$ cat src/rtl/bitset_pkg.sv
package bitset_pkg;
   typedef enum logic [2:0] {
      PH_IDLE  = 3'd0,
      PH_ADDR  = 3'd1,
      PH_READ  = 3'd2,
      PH_WRITE = 3'd3,
      PH_DONE  = 3'd4
   } phase_t;
endpackage

$ cat src/rtl/bitset_addr.sv
// Effective address unit: base plus sign-extended displacement, registered.
module bitset_addr #(
   parameter int ADDR_W = 32,
   parameter int DISP_W = 16
) (
   input  logic              clk,
   input  logic              rst_n,
   input  logic              load,
   input  logic [ADDR_W-1:0] base_i,
   input  logic [DISP_W-1:0] disp_i,
   output logic [ADDR_W-1:0] addr_o
);
   logic [ADDR_W-1:0] disp_ext;
   logic [ADDR_W-1:0] addr_q;

   generate
      if (DISP_W < ADDR_W) begin : g_sext
         localparam int PAD_W = ADDR_W - DISP_W;
         assign disp_ext = {{PAD_W{disp_i[DISP_W-1]}}, disp_i};
      end else begin : g_full
         assign disp_ext = disp_i;
      end
   endgenerate

   always_ff @(posedge clk) begin
      if (!rst_n) begin
         addr_q <= '0;
      end else if (load) begin
         addr_q <= base_i + disp_ext;
      end
   end

   assign addr_o = addr_q;
endmodule

$ cat src/rtl/bitset_merge.sv
// Builds the one-hot bit mask, extracts the old bit and merges the set bit.
module bitset_merge #(
   parameter int DATA_W = 8,
   localparam int BIT_W = $clog2(DATA_W)
) (
   input  logic [DATA_W-1:0] old_i,
   input  logic [BIT_W-1:0]  sel_i,
   output logic [DATA_W-1:0] new_o,
   output logic              old_bit_o
);
   logic [DATA_W-1:0] mask;

   generate
      for (genvar i = 0; i < DATA_W; i++) begin : g_mask
         assign mask[i] = (sel_i == BIT_W'(i));
      end
   endgenerate

   assign new_o     = old_i | mask;
   assign old_bit_o = |(old_i & mask);
endmodule

$ cat src/rtl/bitset_seq.sv
// Four-step phase sequencer; accepts a request only when idle.
module bitset_seq
   import bitset_pkg::*;
(
   input  logic   clk,
   input  logic   rst_n,
   input  logic   start,
   output logic   accept,
   output phase_t phase
);
   phase_t ph_q, ph_d;

   assign accept = start && (ph_q == PH_IDLE);

   always_comb begin
      ph_d = ph_q;
      unique case (ph_q)
         PH_IDLE:  if (start) ph_d = PH_ADDR;
         PH_ADDR:  ph_d = PH_READ;
         PH_READ:  ph_d = PH_WRITE;
         PH_WRITE: ph_d = PH_DONE;
         PH_DONE:  ph_d = PH_IDLE;
         default:  ph_d = PH_IDLE;
      endcase
   end

   always_ff @(posedge clk) begin
      if (!rst_n) ph_q <= PH_IDLE;
      else        ph_q <= ph_d;
   end

   assign phase = ph_q;
endmodule

$ cat src/rtl/bitset_rmw.sv
// Memory bit set read-modify-write top.
module bitset_rmw
   import bitset_pkg::*;
#(
   parameter int ADDR_W = 32,
   parameter int DISP_W = 16,
   parameter int DATA_W = 8,
   localparam int BIT_W = $clog2(DATA_W)
) (
   input  logic              clk,
   input  logic              rst_n,
   input  logic              start,
   input  logic [ADDR_W-1:0] base,
   input  logic [DISP_W-1:0] disp,
   input  logic [BIT_W-1:0]  bit_sel,
   output logic [ADDR_W-1:0] mem_addr,
   output logic              mem_rd_en,
   input  logic [DATA_W-1:0] mem_rdata,
   output logic              mem_wr_en,
   output logic [DATA_W-1:0] mem_wdata,
   output logic              z_flag,
   output logic              done
);
   generate
      if (DISP_W > ADDR_W) begin : g_bad_disp
         $error("bitset_rmw: DISP_W must not exceed ADDR_W");
      end
      if ((DATA_W < 2) || ((1 << BIT_W) != DATA_W)) begin : g_bad_data
         $error("bitset_rmw: DATA_W must be a power of two of at least 2");
      end
   endgenerate

   logic              accept;
   phase_t            phase;
   logic [ADDR_W-1:0] base_q;
   logic [DISP_W-1:0] disp_q;
   logic [BIT_W-1:0]  sel_q;
   logic              z_q;
   logic              old_bit;
   logic [DATA_W-1:0] merged;

   bitset_seq u_seq (
      .clk    (clk),
      .rst_n  (rst_n),
      .start  (start),
      .accept (accept),
      .phase  (phase)
   );

   // Operands are captured once, at acceptance.
   always_ff @(posedge clk) begin
      if (!rst_n) begin
         base_q <= '0;
         disp_q <= '0;
         sel_q  <= '0;
      end else if (accept) begin
         base_q <= base;
         disp_q <= disp;
         sel_q  <= bit_sel;
      end
   end

   bitset_addr #(.ADDR_W(ADDR_W), .DISP_W(DISP_W)) u_addr (
      .clk    (clk),
      .rst_n  (rst_n),
      .load   (phase == PH_ADDR),
      .base_i (base_q),
      .disp_i (disp_q),
      .addr_o (mem_addr)
   );

   bitset_merge #(.DATA_W(DATA_W)) u_merge (
      .old_i     (mem_rdata),
      .sel_i     (sel_q),
      .new_o     (merged),
      .old_bit_o (old_bit)
   );

   always_ff @(posedge clk) begin
      if (!rst_n)                  z_q <= 1'b0;
      else if (phase == PH_WRITE)  z_q <= ~old_bit;
   end

   assign mem_rd_en = (phase == PH_READ);
   assign mem_wr_en = (phase == PH_WRITE);
   assign mem_wdata = merged;
   assign z_flag    = z_q;
   assign done      = (phase == PH_DONE);
endmodule

$ cat config.mk
export PLATFORM = sky130hd
export DESIGN_NAME = bitset_rmw
export DESIGN_NICKNAME = d
export VERILOG_FILES = /design/src/rtl/bitset_pkg.sv /design/src/rtl/bitset_addr.sv /design/src/rtl/bitset_merge.sv /design/src/rtl/bitset_seq.sv /design/src/rtl/bitset_rmw.sv
export SDC_FILE = /design/constraint.sdc
export NUM_CORES = 1
export LEC_CHECK = 0
export CORE_ASPECT_RATIO = 0.9
export CORE_MARGIN = 3
export CORE_UTILIZATION = 28
export CTS_CLUSTER_SIZE = 8
export DETAILED_ROUTE_END_ITERATION = 8
export DONT_BUFFER_PORTS = 1
export PLACE_DENSITY = 0.4
export SLEW_MARGIN = 20
export SYNTH_ARGS = -nofsm -noshare
export SYNTH_HDL_FRONTEND = slang
export SYNTH_SLANG_ARGS = --single-unit
$ cat constraint.sdc
create_clock -name clk -period 3.9 [get_ports clk]
set_clock_uncertainty 0.05 [all_clocks]
set_input_delay 0.975 -clock clk [delete_from_list [all_inputs] [get_ports clk]]
set_output_delay 0.975 -clock clk [all_outputs]
set_load 0.02 [all_outputs]
==> results of run 1 <==
-- layout by cell type, fill, tap and decap left out, types with 2 or more instances in the layout --
| cell | n |
|---|---|
| a21boi_1 | 3 |
| xnor2_1 | 11 |
| xor2_1 | 14 |
| nand3_1 | 8 |
| o21ai_0 | 29 |
| mux2i_1 | 4 |
| and3_1 | 4 |
| a211oi_1 | 4 |
| ha_1 | 31 |
| a31o_2 | 4 |
| nor2_1 | 22 |
| o21a_1 | 4 |
| a21oi_1 | 36 |
| a31oi_1 | 5 |
| a221o_1 | 2 |
| a21boi_0 | 54 |
| a21o_1 | 15 |
| a221oi_1 | 3 |
| nor3b_1 | 4 |
| and2_1 | 10 |
| nand2_2 | 2 |
| buf_4 | 4 |
| clkbuf_16 | 9 |
| clkinvlp_4 | 2 |
| o21bai_1 | 4 |
| o21ai_1 | 17 |
| nand2_1 | 158 |
| nand3b_1 | 3 |
| or4_1 | 2 |
| inv_1 | 8 |
| dfxtp_1 | 87 |
| nand4_1 | 7 |
| nor2b_1 | 3 |
| and2_0 | 2 |
| o31ai_1 | 3 |
| nand2b_1 | 2 |
| nor3_1 | 9 |
-- per-stage QoR --
stage          area [um^2]  power [mW]  worst slack, ns
2_1_floorplan         5081       1.371            1.246
3_3_place_gp          5256       1.486           0.9188
3_5_place_dp          5256       1.489           0.9000
4_1_cts               5553       2.389           0.8614
5_1_grt               5557       2.479           0.5847
6_report              5557       2.348           0.7936
-- logic make-up (layout without fill, tap and decap cells) --
group	Yosys count	in the layout	synth area share (%)
and+or+nand+nor	248	248	22.14
AOI/OAI and AO/OA	198	198	26.69
DFF	87	87	34.28
buffers and inverters	47	27	3.767
adders and majority gates	32	32	8.028
xor gates and xnor gates	25	25	4.309
muxes	4	4	0.7880
-- path summary, 6_finish.rpt --
| kind | to | slack (ns) | cells past startpoint |
|---|---|---|---|
| worst min-delay path | base_q[10]$_SDFFE_PN0P_ | 0.42 | 2 |
| worst max register to register | u_addr.addr_o[30]$_SDFFE_PN0P_ | 0.79 | 8 |
| worst min register to register | base_q[10]$_SDFFE_PN0P_ | 0.42 | 2 |
| worst max-delay path | u_addr.addr_o[30]$_SDFFE_PN0P_ | 0.79 | 8 |
-- power groups by stage --
stage	Sequential (mW)	Combinational, mW	Clock [mW]
2_1_floorplan	1.03	0.341	0
3_3_place_gp	1.06	0.425	0
3_5_place_dp	1.06	0.426	0
4_1_cts	1.04	0.428	0.918
5_1_grt	1.05	0.478	0.948
6_report	1.04	0.423	0.884
-- worst max-delay path, cell delays in order, from the launching register on --
cell and delay [ns]:
dfxtp_1 0.79, ha_1 0.42, a21oi_1 0.45, o21ai_0 0.24, a221oi_1 0.40, o21ai_0 0.15
a41oi_1 0.21, xor2_1 0.20, o21ai_1 0.07
-- metal layers --
layer / track usage [%] / vias up / routed length, um
li1: - / 2193 / -
met1: 23.43 / 1980 / 7780
met2: 21.48 / 133 / 6159
met3: 4.966 / 12 / 1244
met4: 3.797 / 0 / 162
met5: 0 / - / 0
-- layout make-up --
type	count	area (um^2)
well taps	240	300.3
flip-flops and latches	87	1742
clock buffers	11	242.7
repair buffers	4	30.03
clock inverters	4	53.80
fillers	1979	12170
inverters	8	30.03
multi-input cells	507	3158
-- state kept, by name, summed over array words and instances, names as in the netlist --
name,flops
base_q,32
u_addr.addr_o,32
disp_q,16
sel_q,3
u_seq.phase,3
z_flag,1
==> impl_metrics.ini, run 1 <==
[cts]
cts_tree = built
cts_root_buffer = clkbuf_16
post-cts-setup-buffers = 0
clock_sinks = 87
cts_max_path_buffers = 2
cts_resized = 0
ctsHtreeMaxLevel = 3
hold_buffers = 0
worstSkewPairLatency_ns = 0.35
cts.clk_slew.worst_paths_ns = 0.07
numCtsBuffers = 9

[die]
io_pins = 106
coreArea_um2 = 17730
initial_core_util_pct = 28.66
num_rows = 46
die-area_um2 = 19800
die_h_um = 133.8
die_width_um = 148.0

[critical_path]
path_class = reg2reg
crit_start = disp_q[15]$_SDFFE_PN0P_
required_ns = 4.09
crit_arrival_ns = 3.29
cp-start-kind = flop
worstPathMaxFanout = 18
crit_path_end_kind = flop
timing.rr.start = disp_q[15]$_SDFFE_PN0P_

[timing]
finalSetupViolCount = 0
period_needed_ns = 3.106
rsz0062_at_grt = no
maxSlewHeadroom_pct = 45.79
fin_tns_setup_ns = 0
max_slew.worst_pin.slew_ns = 0.8127
slew_violations = 0
fmax_mhz = 321.9
hold-worst-slack_ns = 0.4205
hold_viol_final = 0
min_period_over_period_pct = 79.65

[yosys]
ys_ff_latch = 87
synth_cells = 641
synth_ff_type = dfxtp_1
yosysTopAreaCell = dfxtp_1
synth_edf_count = 0
synthesis.nets = 735
async_flop_share_pct = 0
ys_types = 65
yosys-top-cells-count = 158 x nand2_1, 87 x dfxtp_1, 54 x a21boi_0
synth_area_leaders = dfxtp_1 34%, nand2_1 12%, a21boi_0 8.0%, ha_1 7.6%, a21oi_1 3.5%
ys_seq_area_share_pct = 34.28
yosysMostFrequentCell = nand2_1
syn_area_per_cell_um2 = 7.927
synth_top_area_share_pct = 34.28
yosys_warnings = 0
syn_area_um2 = 5081

[final_layout]
layout-drive-gt1-share_pct = 6.119
nets = 711
final_cells = 861
utilization_pct = 31.35
areaGrowthSynthToFinish_pct = 9.357
num_antenna_cells = 0

[routing]
routedWlPerCell_um = 17.82
drcViolationCount = 0
dr.pass1.iters = 5
antenna_left = 0
vias_per_cell = 5.015
drt_iter0_markers = 348
routed_wl_um = 15350
vias = 4318

[grt]
grt_max_degree = 78
grtUsageTotal_pct = 15.60
antenna_found_initial = 0
grt_pass1_wl_um = 24070
grt_pass1_vias = 4209
grt.overflow.total = 0

[placement]
io_buffers = 0
gp_congestion = 0.9174
post-dp-hpwl_um = 11730
dp.cells = 846

[power]
switchingPower_uw = 730.9
swShare_pct = 31.13
power_frac_clock_pct = 37.6
power.density_nw_per_um2 = 422.6
combPwrFrac_pct = 18.0
vdd_ir_drop_max_v = 0.0001895
p_leak_nw = 2.108
p_int_mw = 1.617
power.share.sequential_pct = 44.3

[status]
status = complete, no violations

[hold_path]
hold_path_startpoint = base_q[10]$_SDFFE_PN0P_
hold_path_class = reg2reg

[flow_run]
max-cap-violations = 0
(Power assumes the default switching activity.)
==> inputs of run 2 (changes only) <==
Clock period 3.9 ns to 3.1 ns, I/O delays scaled along.
==> run 2 against run 1 <==
  * Global-route usage fell by 0.19 points
  * Largest cell class unchanged
  * Worst setup slack worse by 0.50 ns
  * Via count increased by 1.7%
  * First-iteration DRC count down 14%
  * Critical path depth up 1
  * Cell count increased by 0.81%
  * Clock power grew 21%
  * Highest routed layer unchanged
  * Non-clock buffer count is 7 higher
  * Die area did not move
  * Sequential power up 26%
  * Clock-buffer cell count rose by 1
  * Utilization up 0.19 points
  * Critical path type unchanged
==> impl_metrics.ini, run 2 (synthesized netlist as in run 1, its figures left out) <==
[routing]
met3_length_um = 1218
routedWlPerCell_um = 17.70
dr.pass1.iters = 5
vias = 4393
antenna_left = 0
drt_iter0_markers = 299
wl_met1_um = 7978
vias_per_cell = 5.061
wl_met2_um = 5951
routed_wl_um = 15360
drcViolationCount = 0
top_layer = met4

[timing]
fmax_mhz = 356.9
slew_violations = 0
min_period_over_period_pct = 90.38
period_needed_ns = 2.802
maxSlewHeadroom_pct = 36.30
finalSetupViolCount = 0
setup_ws_ns = 0.2982
rsz0062_at_grt = no
max_slew.worst_pin.slew_ns = 0.9550
fin_tns_setup_ns = 0
hold-worst-slack_ns = 0.4176
hold_viol_final = 0

[die]
die-area_um2 = 19800
die_width_um = 148.0
die_h_um = 133.8
initial_core_util_pct = 28.66
num_rows = 46
coreArea_um2 = 17730
io_pins = 106

[grt]
grt_pass1_wl_um = 23730
antenna_found_initial = 0
grt.overflow.total = 0
grtUsageTotal_pct = 15.41
grt_max_degree = 78
grt_pass1_vias = 4231

[placement]
gp_congestion = 0.8805
pre_cts_slack_ns = 0.1033
io_buffers = 0
place_area_um2 = 5309
post-dp-hpwl_um = 11850
dp.cells = 853

[final_layout]
layout-drive-gt1-share_pct = 7.006
nets = 718
areaGrowthSynthToFinish_pct = 10.02
layout_commonest_cell = nand2_1
num_antenna_cells = 0
utilization_pct = 31.54
final_cells = 868
mostFrequentLayoutCells = 158 x nand2_1, 86 x dfxtp_1, 54 x a21boi_0
final_cell_area_um2 = 5590

[cts]
clock_sinks = 87
cts_tree = built
numCtsBuffers = 9
worstSkewPairLatency_ns = 0.35
cts_max_path_buffers = 2
cts_root_buffer = clkbuf_16
cts.clk_slew.worst_paths_ns = 0.06
post-cts-setup-buffers = 0
ctsHtreeMaxLevel = 3

[critical_path]
reg2regPathDepth = 9
required_ns = 3.29
worstPathMaxFanout = 4
crit_path_end_kind = flop
path_class = reg2reg
cp-start-kind = flop
crit_arrival_ns = 2.99

[flow_run]
max-cap-violations = 0

[power]
vdd_ir_drop_max_v = 0.0002294
p_leak_nw = 2.139
power.density_nw_per_um2 = 522.2
total_power_mw = 2.919

[hold_path]
hold_path_class = reg2reg
whs_path_depth = 2

[status]
status = complete, no violations
==> run 2: cell count changes in the layout (fill, tap and decap cells not counted), sizes merged <==
| cell | delta |
|---|---|
| clkinvlp | -2 |
| clkbuf | +1 |
| buf | +7 |
| clkinv | +1 |
==> run 2: critical path, cell delays in order, from the launching register on <==
cell and delay, ns:
dfxtp_1 0.32, ha_1 0.23, fa_1 0.44, a21o_1 0.24, a221oi_1 0.36, or3_4 0.23, a21o_4 0.14, a311oi_2 0.12
or3_1 0.33, a32o_1 0.24
==> run 2: final cells by class <==
cell class | count | area (um^2)
Clock buffer | 12 | 236.5
Clock inverter | 3 | 43.79
Fill cell | 1958 | 12140
Inverter | 8 | 30.03
Multi-Input combinational cell | 507 | 3154
Sequential cell | 87 | 1743
Tap cell | 240 | 300.3
Timing Repair Buffer | 11 | 82.58
==> run 2: layer usage <==
layer,vias to the layer above,GRT usage [%]
met2,130,21.05
met5,-,0
met4,0,4.259
li1,2223,-
met3,11,5.101
met1,2029,22.97
==> run 2: final timing paths <==
path | from | to | slack, ns
min | disp_q[12]$_SDFFE_PN0P_ | disp_q[12]$_SDFFE_PN0P_ | 0.42
max reg2reg | base_q[0]$_SDFFE_PN0P_ | u_addr.addr_o[24]$_SDFFE_PN0P_ | 0.30
max | base_q[0]$_SDFFE_PN0P_ | u_addr.addr_o[24]$_SDFFE_PN0P_ | 0.30
min reg2reg | disp_q[12]$_SDFFE_PN0P_ | disp_q[12]$_SDFFE_PN0P_ | 0.42
==> run 2: where the power goes <==
group / leakage [nW] / switching [mW] / internal [mW] / total, mW
sequential: 0.711 / 0.109 / 1.20 / 1.31
clock: 0.137 / 0.446 / 0.623 / 1.07
combinational: 1.29 / 0.346 / 0.193 / 0.540
==> run 2: what timing repair did <==
action                     CTS  global route
hold buffers                 0             0
setup endpoints to repair    0             3
resized for setup            0             1
